--- src/rtl/wl_pkg.sv ---
// wl_pkg: shared helpers for the wear-leveling allocator.
// Assumes callers pass counts already widened to 32 bits.
package wl_pkg;

    // True when hi exceeds lo by more than gap.
    function automatic logic exceeds(input int unsigned hi, input int unsigned lo,
                                     input int unsigned gap);
        return hi > lo + gap;
    endfunction

    // True when a wear count has reached a limit.
    function automatic logic reaches(input int unsigned cnt, input int unsigned lim);
        return cnt >= lim;
    endfunction

endpackage

--- src/rtl/wl_slot.sv ---
// wl_slot: bookkeeping for one physical block. It holds a saturating wear
// counter, an in-use bit and a sticky worn-out bit.
// Assumes set_alloc and clr_alloc are never both high.
module wl_slot
    import wl_pkg::*;
#(
    parameter int unsigned CNT_W     = 8,
    parameter int unsigned ENDURANCE = 200
) (
    input  logic             clk,
    input  logic             rst_n,
    input  logic             set_alloc,
    input  logic             clr_alloc,
    input  logic             wr_hit,
    input  logic             wr_flag,
    output logic             alloc,
    output logic             retired,
    output logic [CNT_W-1:0] cnt
);
    localparam logic [CNT_W-1:0] CNT_TOP = '1;

    logic [CNT_W-1:0] cnt_nxt;

    // Next count after a write, held at the top value.
    assign cnt_nxt = (cnt == CNT_TOP) ? cnt : cnt + 1'b1;

    // Update counter, in-use bit and worn-out bit.
    always_ff @(posedge clk) begin
        if (!rst_n) begin
            cnt     <= '0;
            alloc   <= 1'b0;
            retired <= 1'b0;
        end else begin
            if (wr_hit) cnt <= cnt_nxt;
            if (set_alloc)      alloc <= 1'b1;
            else if (clr_alloc) alloc <= 1'b0;
            if (wr_hit && (wr_flag || reaches(32'(cnt_nxt), ENDURANCE)))
                retired <= 1'b1;
        end
    end
endmodule

--- src/rtl/wl_pick.sv ---
// wl_pick: scans masked counters and returns the smallest one (BIGGEST=0)
// or the largest one (BIGGEST=1). The lowest index wins a tie.
// Assumes IDX_W can hold N-1.
module wl_pick #(
    parameter int unsigned N       = 8,
    parameter int unsigned W       = 8,
    parameter int unsigned IDX_W   = 3,
    parameter bit          BIGGEST = 1'b0
) (
    input  logic [N-1:0][W-1:0] val,
    input  logic [N-1:0]        mask,
    output logic                found,
    output logic [IDX_W-1:0]    idx,
    output logic [W-1:0]        best
);
    logic [N-1:0] better;

    // Per-entry comparison against the running best, variant chosen by BIGGEST.
    generate
        if (BIGGEST) begin : g_max
            // Scan for the largest masked value.
            always_comb begin
                found = 1'b0;
                idx   = '0;
                best  = '0;
                better = '0;
                for (int i = 0; i < int'(N); i++) begin
                    better[i] = mask[i] && (!found || val[i] > best);
                    if (better[i]) begin
                        found = 1'b1;
                        idx   = IDX_W'(i);
                        best  = val[i];
                    end
                end
            end
        end else begin : g_min
            // Scan for the smallest masked value.
            always_comb begin
                found = 1'b0;
                idx   = '0;
                best  = '0;
                better = '0;
                for (int i = 0; i < int'(N); i++) begin
                    better[i] = mask[i] && (!found || val[i] < best);
                    if (better[i]) begin
                        found = 1'b1;
                        idx   = IDX_W'(i);
                        best  = val[i];
                    end
                end
            end
        end
    endgenerate
endmodule

--- src/rtl/wl_alloc.sv ---
// wl_alloc: wear-leveling block allocator. It grants the least-worn free live
// block, retires blocks on the endurance limit or a health flag, and advises
// relocation when the wear gap grows too wide.
// Assumes at most one request per cycle and in-range indices.
module wl_alloc
    import wl_pkg::*;
#(
    parameter int unsigned NUM_BLK    = 8,
    parameter int unsigned CNT_W      = 8,
    parameter int unsigned ENDURANCE  = 200,
    parameter int unsigned SPREAD_MAX = 64,
    localparam int unsigned IDX_W     = (NUM_BLK > 1) ? $clog2(NUM_BLK) : 1
) (
    input  logic               clk,
    input  logic               rst_n,
    input  logic               alloc_req,
    input  logic               free_req,
    input  logic [IDX_W-1:0]   free_idx,
    input  logic               wr_done,
    input  logic [IDX_W-1:0]   wr_idx,
    input  logic               wr_flag,
    output logic               gnt_vld,
    output logic [IDX_W-1:0]   gnt_idx,
    output logic               no_space,
    output logic               reloc_req,
    output logic [IDX_W-1:0]   reloc_src,
    output logic [IDX_W-1:0]   reloc_dst,
    output logic [NUM_BLK-1:0] alloc_map,
    output logic [NUM_BLK-1:0] retired_map
);
    logic [NUM_BLK-1:0][CNT_W-1:0] cnt;
    logic [NUM_BLK-1:0] set_alloc, clr_alloc, wr_hit;
    logic [NUM_BLK-1:0] eligible, holding;
    logic               dst_found, src_found;
    logic [IDX_W-1:0]   dst_idx, src_idx;
    logic [CNT_W-1:0]   dst_val, src_val;

    // Decode requests into per-block strobes.
    always_comb begin
        set_alloc = '0;
        clr_alloc = '0;
        wr_hit    = '0;
        if (alloc_req && dst_found) set_alloc[dst_idx] = 1'b1;
        if (free_req)               clr_alloc[free_idx] = 1'b1;
        if (wr_done)                wr_hit[wr_idx] = 1'b1;
    end

    generate
        for (genvar g = 0; g < int'(NUM_BLK); g++) begin : g_slot
            wl_slot #(
                .CNT_W     (CNT_W),
                .ENDURANCE (ENDURANCE)
            ) u_slot (
                .clk       (clk),
                .rst_n     (rst_n),
                .set_alloc (set_alloc[g]),
                .clr_alloc (clr_alloc[g]),
                .wr_hit    (wr_hit[g]),
                .wr_flag   (wr_flag),
                .alloc     (alloc_map[g]),
                .retired   (retired_map[g]),
                .cnt       (cnt[g])
            );
        end
    endgenerate

    // Live blocks split into free candidates and in-use holders.
    assign eligible = ~alloc_map & ~retired_map;
    assign holding  =  alloc_map & ~retired_map;

    wl_pick #(.N(NUM_BLK), .W(CNT_W), .IDX_W(IDX_W), .BIGGEST(1'b0)) u_least (
        .val(cnt), .mask(eligible), .found(dst_found), .idx(dst_idx), .best(dst_val)
    );

    wl_pick #(.N(NUM_BLK), .W(CNT_W), .IDX_W(IDX_W), .BIGGEST(1'b1)) u_most (
        .val(cnt), .mask(holding), .found(src_found), .idx(src_idx), .best(src_val)
    );

    // Relocation advice straight from the current bookkeeping.
    assign reloc_req = src_found && dst_found &&
                       exceeds(32'(src_val), 32'(dst_val), SPREAD_MAX);
    assign reloc_src = src_idx;
    assign reloc_dst = dst_idx;

    // Register the answer to a take request.
    always_ff @(posedge clk) begin
        if (!rst_n) begin
            gnt_vld  <= 1'b0;
            gnt_idx  <= '0;
            no_space <= 1'b0;
        end else begin
            gnt_vld  <= alloc_req && dst_found;
            no_space <= alloc_req && !dst_found;
            if (alloc_req && dst_found) gnt_idx <= dst_idx;
        end
    end
endmodule

--- config.mk ---
export PLATFORM = sky130hd
export DESIGN_NAME = wl_alloc
export DESIGN_NICKNAME = d
export VERILOG_FILES = /design/src/rtl/wl_pkg.sv /design/src/rtl/wl_slot.sv /design/src/rtl/wl_pick.sv /design/src/rtl/wl_alloc.sv
export SDC_FILE = /design/constraint.sdc
export NUM_CORES = 1
export LEC_CHECK = 0
export CAP_MARGIN = 10
export CORE_ASPECT_RATIO = 0.8
export CORE_MARGIN = 10
export CORE_UTILIZATION = 40
export CTS_BUF_LIST = sky130_fd_sc_hd__clkbuf_4 sky130_fd_sc_hd__clkbuf_8
export CTS_CLUSTER_DIAMETER = 40
export DETAILED_ROUTE_END_ITERATION = 10
export GPL_TIMING_DRIVEN = 0
export HOLD_SLACK_MARGIN = 0.05
export PLACE_DENSITY = 0.69
export SKIP_LAST_GASP = 1
export SLEW_MARGIN = 20
export SYNTH_ARGS = -nofsm -noshare
export SYNTH_HDL_FRONTEND = slang
export SYNTH_SLANG_ARGS = --single-unit
--- constraint.sdc ---
create_clock -name clk -period 20.5 [get_ports clk]
set_clock_uncertainty 0.1 [all_clocks]
set_input_delay 4.1 -clock clk [delete_from_list [all_inputs] [get_ports clk]]
set_output_delay 4.1 -clock clk [all_outputs]
set_load 0.05 [all_outputs]
## Yosys cells after proc, flatten, opt, wreduce, memory -nomap -nowiden

Cells that the tools add are included.

| storage, ports and cells | value |
|---|---|
| register bits after elaboration | 85 |
| bits of input ports | 12 |

| operators by class | value |
|---|---|
| $lt $le $gt $ge | 29 |
| bitwise logic cells | 4 |
| mux-type cells | 79 |
| equal/unequal tests | 8 |
| reduce and logical (&&, ||, !) cells | 74 |
| add/subtract/negate cells | 9 |

Operators with widths:

| operator | count |
|---|---|
| two-way mux 8 bit | 27 |
| adder 8 x 1 -> 8 bit, second input constant | 8 |
| equality test 8 bit, second input constant | 8 |
| greater-or-equal comparator 8 bit, second input constant | 8 |
| > comparator 8 bit | 7 |
| less-than comparator 8 bit | 7 |
| two-way mux 1 bit | 37 |
| logical AND 1 bit | 29 |
| two-way mux 3 bit | 8 |
| logical OR 1 bit | 22 |
| AND 8 bit | 2 |
| NOT 8 bit | 2 |
| nonzero test 2 bit | 8 |
| zero test 1 bit | 15 |
| less-than comparator 3 x 4 -> 1 bit, second input constant | 3 |
| adder 8 x 7 -> 9 bit, second input constant | 1 |
| demux 1 bit (select 3 bit) | 3 |
| greater-or-equal comparator 3 x 1 -> 1 bit, second input constant | 3 |
| > comparator 8 x 9 -> 1 bit | 1 |
| two-way mux 2 bit | 4 |

## Longest topological paths before layout

Gate-level depths: netlist of the first run.

| logic depth | value |
|---|---|
| depth in word-level cells | 37 |
| gate-level depth with buffers | 90 |
| gate-level depth less buffers | 82 |

## Hierarchy

Synthesis of the first run repeated with hierarchy kept, for this count alone.

| second synthesis, totals | value |
|---|---|
| cell total of the unflattened synthesis | 1340 |
| area, all modules | 10207.3 µm² |

Modules (own cells, without submodules):

| module | times used | area an instance (µm²) | sequential area each (µm²) | cells an instance |
|---|---|---|---|---|
| wl_slot | 8 | 524.3 | 200.2 | 62 |
| wl_pick at u_most | 1 | 2692.6 | 0.0 | 354 |
| wl_pick at u_least | 1 | 2666.3 | 0.0 | 389 |
| wl_alloc | 1 | 654.4 | 100.1 | 101 |

## Least setup slack after synthesis of the first run

OpenSTA, ideal clock, no wires.

| timing path | value |
|---|---|
| path type | register to output |
| start | register g_slot[0].u_slot.alloc |
| end | output port reloc_req |
| arrival | 15.663 ns |
| slack | 0.637 ns |
| path buffers | 10 |
| cell stages (with the launch flop) | 81 |
| data required time | 16.300 ns |
| cells stage by stage | dfxtp_1 -> nor2_1 -> clkbuf_1 -> nand2_1 -> ha_1 -> a211oi_1 -> nand2_1 -> o21a_1 -> o21ai_0 -> and2_1 -> clkbuf_1 -> mux2_2 -> ha_1 -> nand4_1 -> o221a_2 -> o21ai_0 -> or2_2 -> clkbuf_1 -> [45 not listed] -> o21ai_0 -> nor2_1 -> nand2_1 -> o31ai_2 -> buf_4 -> nand2_1 -> o21a_1 -> ha_1 -> nor2b_1 -> o21a_1 -> o21ai_0 -> nand2b_1 -> a21oi_1 -> nor2b_1 -> o21ai_0 -> nand2b_1 -> a21oi_1 -> nor4_1 |

| on the way | value |
|---|---|
| cells in the longest elaborated chain, start to end | 34 |

Ends and longest elaborated chain:

| item | line | text |
|---|---|---|
| from (decl) | wl_slot.sv:16 | `output logic alloc,` |
| from (signal assigned) | wl_slot.sv:31 | `alloc <= 1'b0;` |
| from (signal assigned) | wl_slot.sv:35 | `if (set_alloc) alloc <= 1'b1;` |
| from (signal assigned) | wl_slot.sv:36 | `else if (clr_alloc) alloc <= 1'b0;` |
| NOT 8 bit | wl_alloc.sv:68 | `assign eligible = ~alloc_map & ~retired_map;` |
| AND 8 bit | wl_alloc.sv:68 |  |
| two-way mux 8 bit / two-way mux 1 bit (equally long branches) | wl_pick.sv:45 | `if (better[i]) begin` |
| less-than comparator 8 bit / zero test 1 bit (equally long branches) | wl_pick.sv:44 | `better[i] = mask[i] && (!found \|\| val[i] < best);` |
| logical OR 1 bit | wl_pick.sv:44 |  |
| logical AND 1 bit | wl_pick.sv:44 |  |
| two-way mux 8 bit / two-way mux 1 bit (equally long branches) | wl_pick.sv:45 |  |
| less-than comparator 8 bit / zero test 1 bit (equally long branches) | wl_pick.sv:44 |  |
| [18 not listed] | - |  |
| two-way mux 8 bit / two-way mux 1 bit (equally long branches) | wl_pick.sv:45 |  |
| less-than comparator 8 bit / zero test 1 bit (equally long branches) | wl_pick.sv:44 |  |
| logical OR 1 bit | wl_pick.sv:44 |  |
| logical AND 1 bit | wl_pick.sv:44 |  |
| two-way mux 8 bit | wl_pick.sv:45 |  |
| adder 8 x 7 -> 9 bit | wl_pkg.sv:8 | `return hi > lo + gap;` |
| > comparator 8 x 9 -> 1 bit | wl_pkg.sv:8 |  |
| logical AND 1 bit * | wl_alloc.sv:80 | `assign reloc_req = src_found && dst_found &&` |
| to (decl) | wl_alloc.sv:25 | `output logic reloc_req,` |

Every way passes the cells marked *; elsewhere a longest branch is shown, timed or not.

## Final worst setup path of the first run

| timing path | value |
|---|---|
| start | register g_slot[0].u_slot.cnt[5] |
| end | output port reloc_req |

| on the way | value |
|---|---|
| cells in the longest elaborated chain, start to end | 32 |

Ends and longest elaborated chain:

| item | line | text |
|---|---|---|
| from (decl) | wl_slot.sv:18 | `output logic [CNT_W-1:0] cnt` |
| from (signal assigned) | wl_slot.sv:34 | `if (wr_hit) cnt <= cnt_nxt;` |
| two-way mux 8 bit | wl_pick.sv:45 |  |
| less-than comparator 8 bit | wl_pick.sv:44 |  |
| logical OR 1 bit | wl_pick.sv:44 |  |
| logical AND 1 bit | wl_pick.sv:44 |  |
| two-way mux 8 bit / two-way mux 1 bit (equally long branches) | wl_pick.sv:45 |  |
| less-than comparator 8 bit / zero test 1 bit (equally long branches) | wl_pick.sv:44 |  |
| logical OR 1 bit | wl_pick.sv:44 |  |
| logical AND 1 bit | wl_pick.sv:44 |  |
| [16 not listed] | - |  |
| two-way mux 8 bit / two-way mux 1 bit (equally long branches) | wl_pick.sv:45 |  |
| less-than comparator 8 bit / zero test 1 bit (equally long branches) | wl_pick.sv:44 |  |
| logical OR 1 bit | wl_pick.sv:44 |  |
| logical AND 1 bit | wl_pick.sv:44 |  |
| two-way mux 8 bit | wl_pick.sv:45 |  |
| adder 8 x 7 -> 9 bit | wl_pkg.sv:8 |  |
| > comparator 8 x 9 -> 1 bit | wl_pkg.sv:8 |  |
| logical AND 1 bit * | wl_alloc.sv:80 |  |

Marked as above.

==> results.toml, run 1 <==
[outcome]
status = "finished, final reports clean"

[yosys]
synthesis.area_per_instance_um2 = 7.421
synth.distinct_cells = 70
synth_seq_cells = 85
ys_dominant_reg_cell = "dfxtp_1"
net_count_of_the_mapped_netlist = 1377
synthesis.instances = 1243
synthArstFlopShare = 0
synth-seq-area-share = 0.1845
synthesis.area_um2 = 9224
yosysWarnings = 0
edff_count_synth = 0

[timing]
report.final.slew_viol_count = 0
achievable-frequency_ghz = 0.05061
fin_crit_ns = 19.76
finalSetupTns_ns = 0
report.final.setup_viol = 0
worst-slew-pin-transition_ns = 0.9927
setup_slack_ns = 0.7421
hold_viol = 0
post_route_clock_period_utilization = 0.9638
max_slew_margin = 0.3382

[floorplan]
core-area_um2 = 22560
chipWidth_um = 189.8
die-area_um2 = 29570
starting_utilization_of_the_core_area = 0.4088
fp-row-count = 49
die-height_um = 155.8
boundaryPins = 40

[routing]
dr_total_vias = 9607
totalWireLength_um = 30070
drtIter0Drc = 1052
final_antenna_net_count = 0
highest_layer_used_for_signal_routing = "met4"
route.detailed.vias_per_inst = 5.923
detail_route.wl_per_cell_um = 18.54
firstDrtPassIters = 5
route.detailed.drc = 0
detailroute.wirelength.met2_um = 12200
met3RoutedLength_um = 2912
wl_met1_um = 14270

[clock_tree]
root_buffer = "clkbuf_8"
clk_path_buf_depth = 2
cts-htree-levels = 3
clock_transition_at_the_register_clock_pins_on_the_worst_setup_and_hold_paths_after_cts_ns = 0.10
postCtsHoldBufs = 0
cts_buffers = 9
cts.sink_count = 85
clock_insertion_delay_worst_skew_ns = 0.39
cts_tree = "built"

[run]
timing.max_cap.violations = 0

[global_routing]
grt_pass1_wl_um = 46830
initial_antenna_violation_count = 0
globalRouteOverflowTotal = 0
gr-usage-all-layers = 0.1956
first_global_vias = 8618
grt_max_degree = 16

[critical_path]
slowest_stage = "dfxtp_1"
setup.worst_path.end_class = "primary output"
cp_common_cell = "ha_1"
type_of_the_setup_path_with_the_least_slack = "register to primary output"
reg2reg_depth = 65
critPathArrivalTime_ns = 15.56
startpoint_type = "register"
path_max_fanout = 10
worst_path_largest_cell_delay_ns = 0.65
crit_required_ns = 16.30

[layout]
final_net_count = 1445
final_layout_size_suffix_gt1_frac = 0.1216
inserted_diodes = 0
utilization = 0.4734
area.growth.synth_to_final_pct = 15.80

[placed_design]
buffer_ports.inserted = 38
dpl_worst_slack_ns = -1.935
gp_routability_congestion = 0.9691
post-dp-hpwl_um = 23340

[power_and_ir_drop]
ir_drop_v = 0.00007849
power_density_nw_per_um2 = 116.1
p_leak_uw = 0.004442
report.power.total_uw = 1240

[hold_path]
hold_path_depth = 2
hold_class = "register to register"
[state kept, by name, indices dropped and copies added (netlist names)]
name,count
no_space,1
g_slot.u_slot.cnt,64
g_slot.u_slot.alloc,8
gnt_idx,3
gnt_vld,1
g_slot.u_slot.retired,8
[metrics by stage]
step	cell area (um^2)	cells	hold WS [ns]
floorplan	9224	1243	0.3763
global placement	9987	1587	0.4152
detailed placement	9987	1587	0.4267
CTS	10340	1601	0.4427
global route	10680	1622	0.4747
finish	10680	1622	0.4467
[worst paths after layout]
check        slack (ns)                  endpoint                      from
max                0.74                 reloc_req   g_slot[0].u_slot.cnt[5]
min                0.45  g_slot[7].u_slot.retired  g_slot[7].u_slot.retired
max reg2reg        6.68                gnt_idx[2]   g_slot[0].u_slot.cnt[5]
min reg2reg        0.45  g_slot[7].u_slot.retired  g_slot[7].u_slot.retired
[kinds of logic (layout without fill, tap and decap cells)]
kind of cell    Yosys count  in the layout  synth area share
flops                    85             85            0.1845
fa+ha+maj               122            122            0.1655
compound gates          362            362            0.2633
simple gates            476            476            0.2537
mux                      28             28           0.03215
xor+xnor                 38             38           0.03608
buf+inv                 132            205           0.06484
[critical path: cells and delay by family, from the launching register on]
kind / cells / cell delay (ns)
flops: 1 / 0.65
compound gates: 35 / 6.32
simple gates: 20 / 3.37
mux: 3 / 0.93
fa+ha+maj: 8 / 2.37
buf+inv: 10 / 1.46
[synth_stat cells, types with 4 or more instances]
cell | number | area [um^2]
mux2i_1 | 15 | 150.1
dfxtp_1 | 85 | 1702
a211o_1 | 11 | 96.34
nand4_1 | 15 | 93.84
a211oi_1 | 10 | 75.07
and3_1 | 22 | 137.6
or4_1 | 4 | 30.03
or2_2 | 14 | 87.58
inv_1 | 46 | 172.7
nand2b_1 | 16 | 100.1
o31ai_1 | 12 | 90.09
o211a_1 | 8 | 80.08
nand3b_1 | 4 | 30.03
o21ai_0 | 62 | 310.3
nor4_1 | 10 | 62.56
a21oi_1 | 71 | 355.3
o22ai_1 | 10 | 62.56
xnor2_1 | 14 | 122.6
a22o_1 | 7 | 61.31
nor2_1 | 124 | 465.5
mux2_2 | 13 | 146.4
a2111oi_0 | 4 | 35.03
nand2_1 | 106 | 397.9
xor2_1 | 24 | 210.2
buf_2 | 4 | 20.02
clkbuf_1 | 55 | 206.5
nand3_1 | 50 | 250.2
and4_1 | 4 | 35.03
a31oi_1 | 27 | 168.9
and2_1 | 22 | 137.6
nor2b_1 | 30 | 187.7
ha_1 | 122 | 1526
a221oi_1 | 7 | 61.31
buf_4 | 19 | 142.6
a22oi_1 | 9 | 67.56
nor3_1 | 42 | 210.2
o21a_1 | 47 | 352.8
o211ai_1 | 19 | 142.6
a21o_1 | 31 | 232.7
[final cells by class]
cell class	count	area [um^2]
multi-input cells	1026	7196
repair buffers	65	580.6
clock inverters	6	68.82
flip-flops and latches	85	1703
well taps	306	382.9
fillers	2282	11880
inverters	49	183.9
clock buffers	10	137.6
plain buffers	75	429.2
[power by group]
group / leakage (uW) / switching, uW / internal (uW) / total (uW)
Sequential: 0.000688 / 11.4 / 172 / 184
Clock: 0.000103 / 71.6 / 60.5 / 132
Combinational: 0.00365 / 539 / 385 / 924
Total: 0.00444 / 622 / 618 / 1240
[per-layer routing]
metal  up-vias  global-route usage
li1       4671                   -
met1      4560              0.2795
met2       342              0.2781
met3        34             0.05317
met4         0             0.05583
met5         -                   0
[cell usage in the layout (no fill, tap or decap), drive strengths merged, types with 4 or more instances in the layout]
master / count
a22o: 7
or2: 15
clkdlybuf4s50: 37
and2: 23
nand2b: 16
a211oi: 10
clkbuf: 51
o31ai: 13
a22oi: 9
a2111oi: 4
buf: 62
o22ai: 10
nand2: 106
ha: 122
and4: 4
xor2: 24
xnor2: 14
nand4: 15
a31oi: 27
a211o: 11
o21ai: 67
mux2: 13
inv: 51
nand3: 50
or4: 5
nand3b: 4
and3: 23
nor2: 125
a21o: 31
dfxtp: 85
nor3: 42
a221oi: 7
o311ai: 4
mux2i: 15
o21a: 47
o211ai: 19
a21oi: 71
o211a: 8
nor4: 10
nor2b: 30
[timing repair]
item	4_1_cts	5_1_grt
gates resized for setup	43	66
buffers inserted	2	25
setup endpoints to repair	7	7
gates cloned	0	0
pin swaps	3	11
Note: power is estimated with default switching activity, not from simulation.
==> inputs of run 2 (changes only) <==
--- a/config.mk
+++ b/config.mk
@@ -6,7 +6,6 @@
 export NUM_CORES = 1
 export LEC_CHECK = 0
 export CAP_MARGIN = 10
-export CORE_ASPECT_RATIO = 0.8
 export CORE_MARGIN = 10
 export CORE_UTILIZATION = 40
 export CTS_BUF_LIST = sky130_fd_sc_hd__clkbuf_4 sky130_fd_sc_hd__clkbuf_8
==> results.toml, run 2 (synthesis gave the netlist of run 1 again) <==
[outcome]
status = "finished, final reports clean"

[routing]
dr_total_vias = 9512
final_antenna_net_count = 0
route.detailed.vias_per_inst = 5.956
route.detailed.drc = 0
firstDrtPassIters = 5
detail_route.wl_per_cell_um = 18.39
totalWireLength_um = 29370
drtIter0Drc = 768

[placed_design]
buffer_ports.inserted = 38
placed_cell_area_um2 = 9961
gp_routability_congestion = 0.9758
post-dp-hpwl_um = 22420

[power_and_ir_drop]
ir_drop_v = 0.00009334
p_leak_uw = 0.004413
power_density_nw_per_um2 = 115.1
report.power.total_uw = 1225

[critical_path]
critPathArrivalTime_ns = 15.42
cp_num_buf_inv = 8
rr_endpoint = "gnt_idx[2]"
type_of_the_setup_path_with_the_least_slack = "register to primary output"
reg2reg_depth = 67
worst_path_dominant_cell_family = "compound AO/OA/AOI/OAI gates"
worstReg2RegStart = "g_slot[0].u_slot.cnt[2]"
setup.worst_path.end_class = "primary output"
path_max_fanout = 10
cp_common_cell = "o21a_1"
worst_path_largest_cell_delay_ns = 0.52
startpoint_type = "register"
crit_required_ns = 16.30
reg2reg_slack_ns = 6.77
slowest_stage = "a221oi_1"

[hold_path]
hold_class = "register to register"
min-delay-start = "g_slot[7].u_slot.retired"
hold_path_depth = 2
holdPathEnd = "g_slot[7].u_slot.retired"

[floorplan]
die-area_um2 = 29530
chipWidth_um = 171.9
fp-row-count = 55
die-height_um = 171.9
starting_utilization_of_the_core_area = 0.4074
core-area_um2 = 22640
boundaryPins = 40

[clock_tree]
clock_transition_at_the_register_clock_pins_on_the_worst_setup_and_hold_paths_after_cts_ns = 0.09
cts.sink_count = 85
cts_buffers = 9
clk_path_buf_depth = 2
clock_insertion_delay_worst_skew_ns = 0.40
cts-htree-levels = 3
postCtsHoldBufs = 0
cts_tree = "built"
root_buffer = "clkbuf_8"

[timing]
minimum_hold_slack_ns = 0.4384
max_slew_margin = 0.2760
report.final.slew_viol_count = 0
hold_viol = 0
post_route_clock_period_utilization = 0.9570
report.final.setup_viol = 0
fin_crit_ns = 19.62
worst-slew-pin-transition_ns = 1.086
achievable-frequency_ghz = 0.05097
finalSetupTns_ns = 0

[layout]
utilization = 0.4702
layout.cells.most_common_list = "nor2_1 (123), ha_1 (122), nand2_1 (105)"
layout.cells.most_common = "nor2_1"
regMostFlops = "g_slot.u_slot.cnt"
biggest_regs = "g_slot.u_slot.cnt: 64 flops, g_slot.u_slot.alloc: 8 flops, g_slot.u_slot.retired: 8 flops"
inserted_diodes = 0
final_area_um2 = 10650
final_net_count = 1441
final_layout_size_suffix_gt1_frac = 0.1227
largest_register_ff_count = 64
area.growth.synth_to_final_pct = 15.41

[global_routing]
gr-usage-all-layers = 0.1935
initial_antenna_violation_count = 0
first_global_vias = 8684
grt_max_degree = 15
globalRouteOverflowTotal = 0
grt_pass1_wl_um = 45660

[run]
timing.max_cap.violations = 0
run 2: changes by cell type in the layout (fill, tap and decap cells not counted), sizes merged:
cell      before  now
inv           51   50
clkinvlp       1    3
o21a          47   48
bufinv         1    0
clkinv         2    1
buf           62   58
run 2: what timing repair did:
item / in CTS / in global routing
endpoints found under the setup margin: 7 / 7
endpoints found under the hold margin: 0 / 0
buffers inserted: 2 / 20
gates resized for setup: 43 / 83
cloned: 0 / 1
pin swaps: 2 / 17
run 2: final cells by class:
class,count,area (um^2)
Multi-Input combinational cell,1027,7236
Fill cell,2233,12000
Tap cell,285,356.6
Buffer,75,445.4
Timing Repair Buffer,60,543.0
Clock inverter,5,36.28
Clock buffer,11,138.9
Inverter,49,183.9
Sequential cell,85,1705
run 2: stage by stage:
stage / setup slack, ns / cells
after CTS: 0.001446 / 1581
after global placement: -1.463 / 1566
after detailed placement: -1.699 / 1566
final: 0.8815 / 1597
after floorplan: 0.6373 / 1243
after global routing: -0.1157 / 1597
run 2: per-layer routing:
layer | GRT usage | vias up | part of all wire | wire [um]
li1 | - | 4662 | - | -
met1 | 0.2431 | 4446 | 0.43 | 12620
met2 | 0.3281 | 352 | 0.47 | 13940
met3 | 0.03374 | 52 | 0.067 | 1956
met4 | 0.06297 | 0 | 0.029 | 846
met5 | 0 | - | 0 | 0
run 2: worst max path at each step:
stage | start | to | slack (ns) | cells past startpoint
floorplan | g_slot[0].u_slot.alloc | reloc_req | 0.64 | 80
global placement | g_slot[0].u_slot.alloc | reloc_req | -1.46 | 80
detailed placement | g_slot[0].u_slot.alloc | reloc_req | -1.70 | 80
CTS | g_slot[0].u_slot.alloc | reloc_req | 0.001 | 79
global route | g_slot[0].u_slot.alloc | reloc_req | -0.12 | 86
finish | g_slot[0].u_slot.alloc | reloc_req | 0.88 | 84
run 2: where the power goes:
group	leakage, uW	internal [uW]	switching (uW)	total (uW)
sequential	0.000688	172	9.87	182
clock	0.0000828	47.0	67.2	114
combinational	0.00364	386	543	929
total	0.00441	605	620	1230
run 2: worst reg2reg max path, delay by kind of cell (launching register included):
family,cells,cell delay [ns]
buffers and inverters,10,1.62
AOI/OAI and AO/OA,32,6.09
and+or+nand+nor,15,2.51
DFF,1,0.32
muxes,3,0.99
adders and majority gates,7,1.99
==> inputs of run 3 (changes only) <==
--- a/config.mk
+++ b/config.mk
@@ -6,7 +6,7 @@
 export NUM_CORES = 1
 export LEC_CHECK = 0
 export CAP_MARGIN = 10
-export CORE_MARGIN = 10
+export CORE_MARGIN = 3
 export CORE_UTILIZATION = 40
 export CTS_BUF_LIST = sky130_fd_sc_hd__clkbuf_4 sky130_fd_sc_hd__clkbuf_8
 export CTS_CLUSTER_DIAMETER = 40
==> results.toml, run 3 (synthesis gave the netlist of run 1 again) <==
[global_routing]
first_global_vias = 8818
initial_antenna_violation_count = 0
grt_max_degree = 18
gr-usage-all-layers = 0.2340
globalRouteOverflowTotal = 0
grt_pass1_wl_um = 46130

[layout]
final_area_um2 = 10640
layout.cells.most_common_list = "nor2_1 (123), ha_1 (122), nand2_1 (105)"
area.growth.synth_to_final_pct = 15.30
utilization = 0.4784
layout.cells.most_common = "nor2_1"
regMostFlops = "g_slot.u_slot.cnt"
inserted_diodes = 0
final_net_count = 1442
biggest_regs = "g_slot.u_slot.cnt: 64 flops, g_slot.u_slot.alloc: 8 flops, g_slot.u_slot.retired: 8 flops"
final_layout_size_suffix_gt1_frac = 0.1211
largest_register_ff_count = 64

[power_and_ir_drop]
p_leak_uw = 0.004418
power_density_nw_per_um2 = 116.8
ir_drop_v = 0.00009467

[placed_design]
buffer_ports.inserted = 38
gp_routability_congestion = 0.9790
placed_cell_area_um2 = 9955
post-dp-hpwl_um = 23150

[critical_path]
worst_path_largest_cell_delay_ns = 0.42
startpoint_type = "register"
crit_required_ns = 16.30
setup.worst_path.end_class = "primary output"
cp_common_cell = "ha_1"
type_of_the_setup_path_with_the_least_slack = "register to primary output"
path_max_fanout = 10
critPathArrivalTime_ns = 15.53
slowest_stage = "a2111oi_4"

[outcome]
status = "finished, final reports clean"

[run]
timing.max_cap.violations = 0

[timing]
achievable-frequency_ghz = 0.05070
fin_crit_ns = 19.73
report.final.slew_viol_count = 0
max_slew_margin = 0.3020
hold_viol = 0
worst-slew-pin-transition_ns = 1.047
post_route_clock_period_utilization = 0.9622
minimum_hold_slack_ns = 0.4316
report.final.setup_viol = 0

[floorplan]
starting_utilization_of_the_core_area = 0.4149
boundaryPins = 40
die-height_um = 157.9
core-area_um2 = 22230
chipWidth_um = 157.9
die-area_um2 = 24920
fp-row-count = 54

[routing]
dr_total_vias = 9525
firstDrtPassIters = 5
totalWireLength_um = 29740
drtIter0Drc = 831
final_antenna_net_count = 0
detail_route.wl_per_cell_um = 18.67
route.detailed.drc = 0
route.detailed.vias_per_inst = 5.979

[clock_tree]
cts-htree-levels = 3
clock_transition_at_the_register_clock_pins_on_the_worst_setup_and_hold_paths_after_cts_ns = 0.11
cts.sink_count = 85
root_buffer = "clkbuf_8"
cts_buffers = 9
cts_tree = "built"
clock_insertion_delay_worst_skew_ns = 0.39
clk_path_buf_depth = 2

[hold_path]
hold_class = "register to register"
[run 3: critical path: cells and delay by family (launching register included)]
| family | cells | cell delay [ns] |
|---|---|---|
| compound gates | 36 | 6.80 |
| simple gates | 21 | 3.10 |
| fa+ha+maj | 8 | 2.24 |
| buf+inv | 11 | 1.64 |
| mux | 3 | 0.96 |
| flops | 1 | 0.38 |
[run 3: timing repair]
item                                    in CTS  in global routing
resized for setup                           34                 82
setup buffers                                2                 22
hold buffers                                 0                  0
endpoints found under the setup margin       7                  7
gates cloned                                 0                  0
pin swaps                                    2                 12
[run 3: path summary, 6_finish.rpt]
path | end | slack (ns) | startpoint | cells after the start
max | reloc_req | 0.77 | g_slot[0].u_slot.alloc | 79
min | g_slot[5].u_slot.retired | 0.43 | g_slot[5].u_slot.retired | 2
max reg2reg | gnt_idx[2] | 6.68 | g_slot[0].u_slot.alloc | 68
min reg2reg | g_slot[5].u_slot.retired | 0.43 | g_slot[5].u_slot.retired | 2
[run 3: per-layer routing]
metal / wire length, um / GRT usage / part of all wire
met5: 0 / 0 / 0
met4: 1169 / 0.1017 / 0.039
met3: 1598 / 0.03499 / 0.054
met2: 13750 / 0.3877 / 0.46
met1: 13230 / 0.3024 / 0.44
[run 3: cell type report]
cell class	count	area, um^2
Timing Repair Buffer	62	558.0
Sequential cell	85	1707
Clock inverter	7	65.06
Multi-Input combinational cell	1026	7212
Buffer	75	435.4
Tap cell	280	350.3
Fill cell	2212	11590
Clock buffer	9	123.9
Inverter	49	183.9
[run 3: metrics by stage]
stage,setup WS (ns),setup TNS (ns),total power (uW),std cells
final,0.7748,0,1242,1593
after global routing,-0.07504,-0.07504,1322,1593
after CTS,0.005643,0,1106,1576
after detailed placement,-1.538,-1.958,960.2,1561
after global placement,-1.390,-1.402,949.6,1561
after floorplan,0.6373,0,759.2,1243
[run 3: power breakdown]
group	total (uW)	switching (uW)	internal, uW	leakage (uW)
clock network	124	77.2	47.1	0.0000943
registers	184	11.1	172	0.000688
logic	934	538	396	0.00364
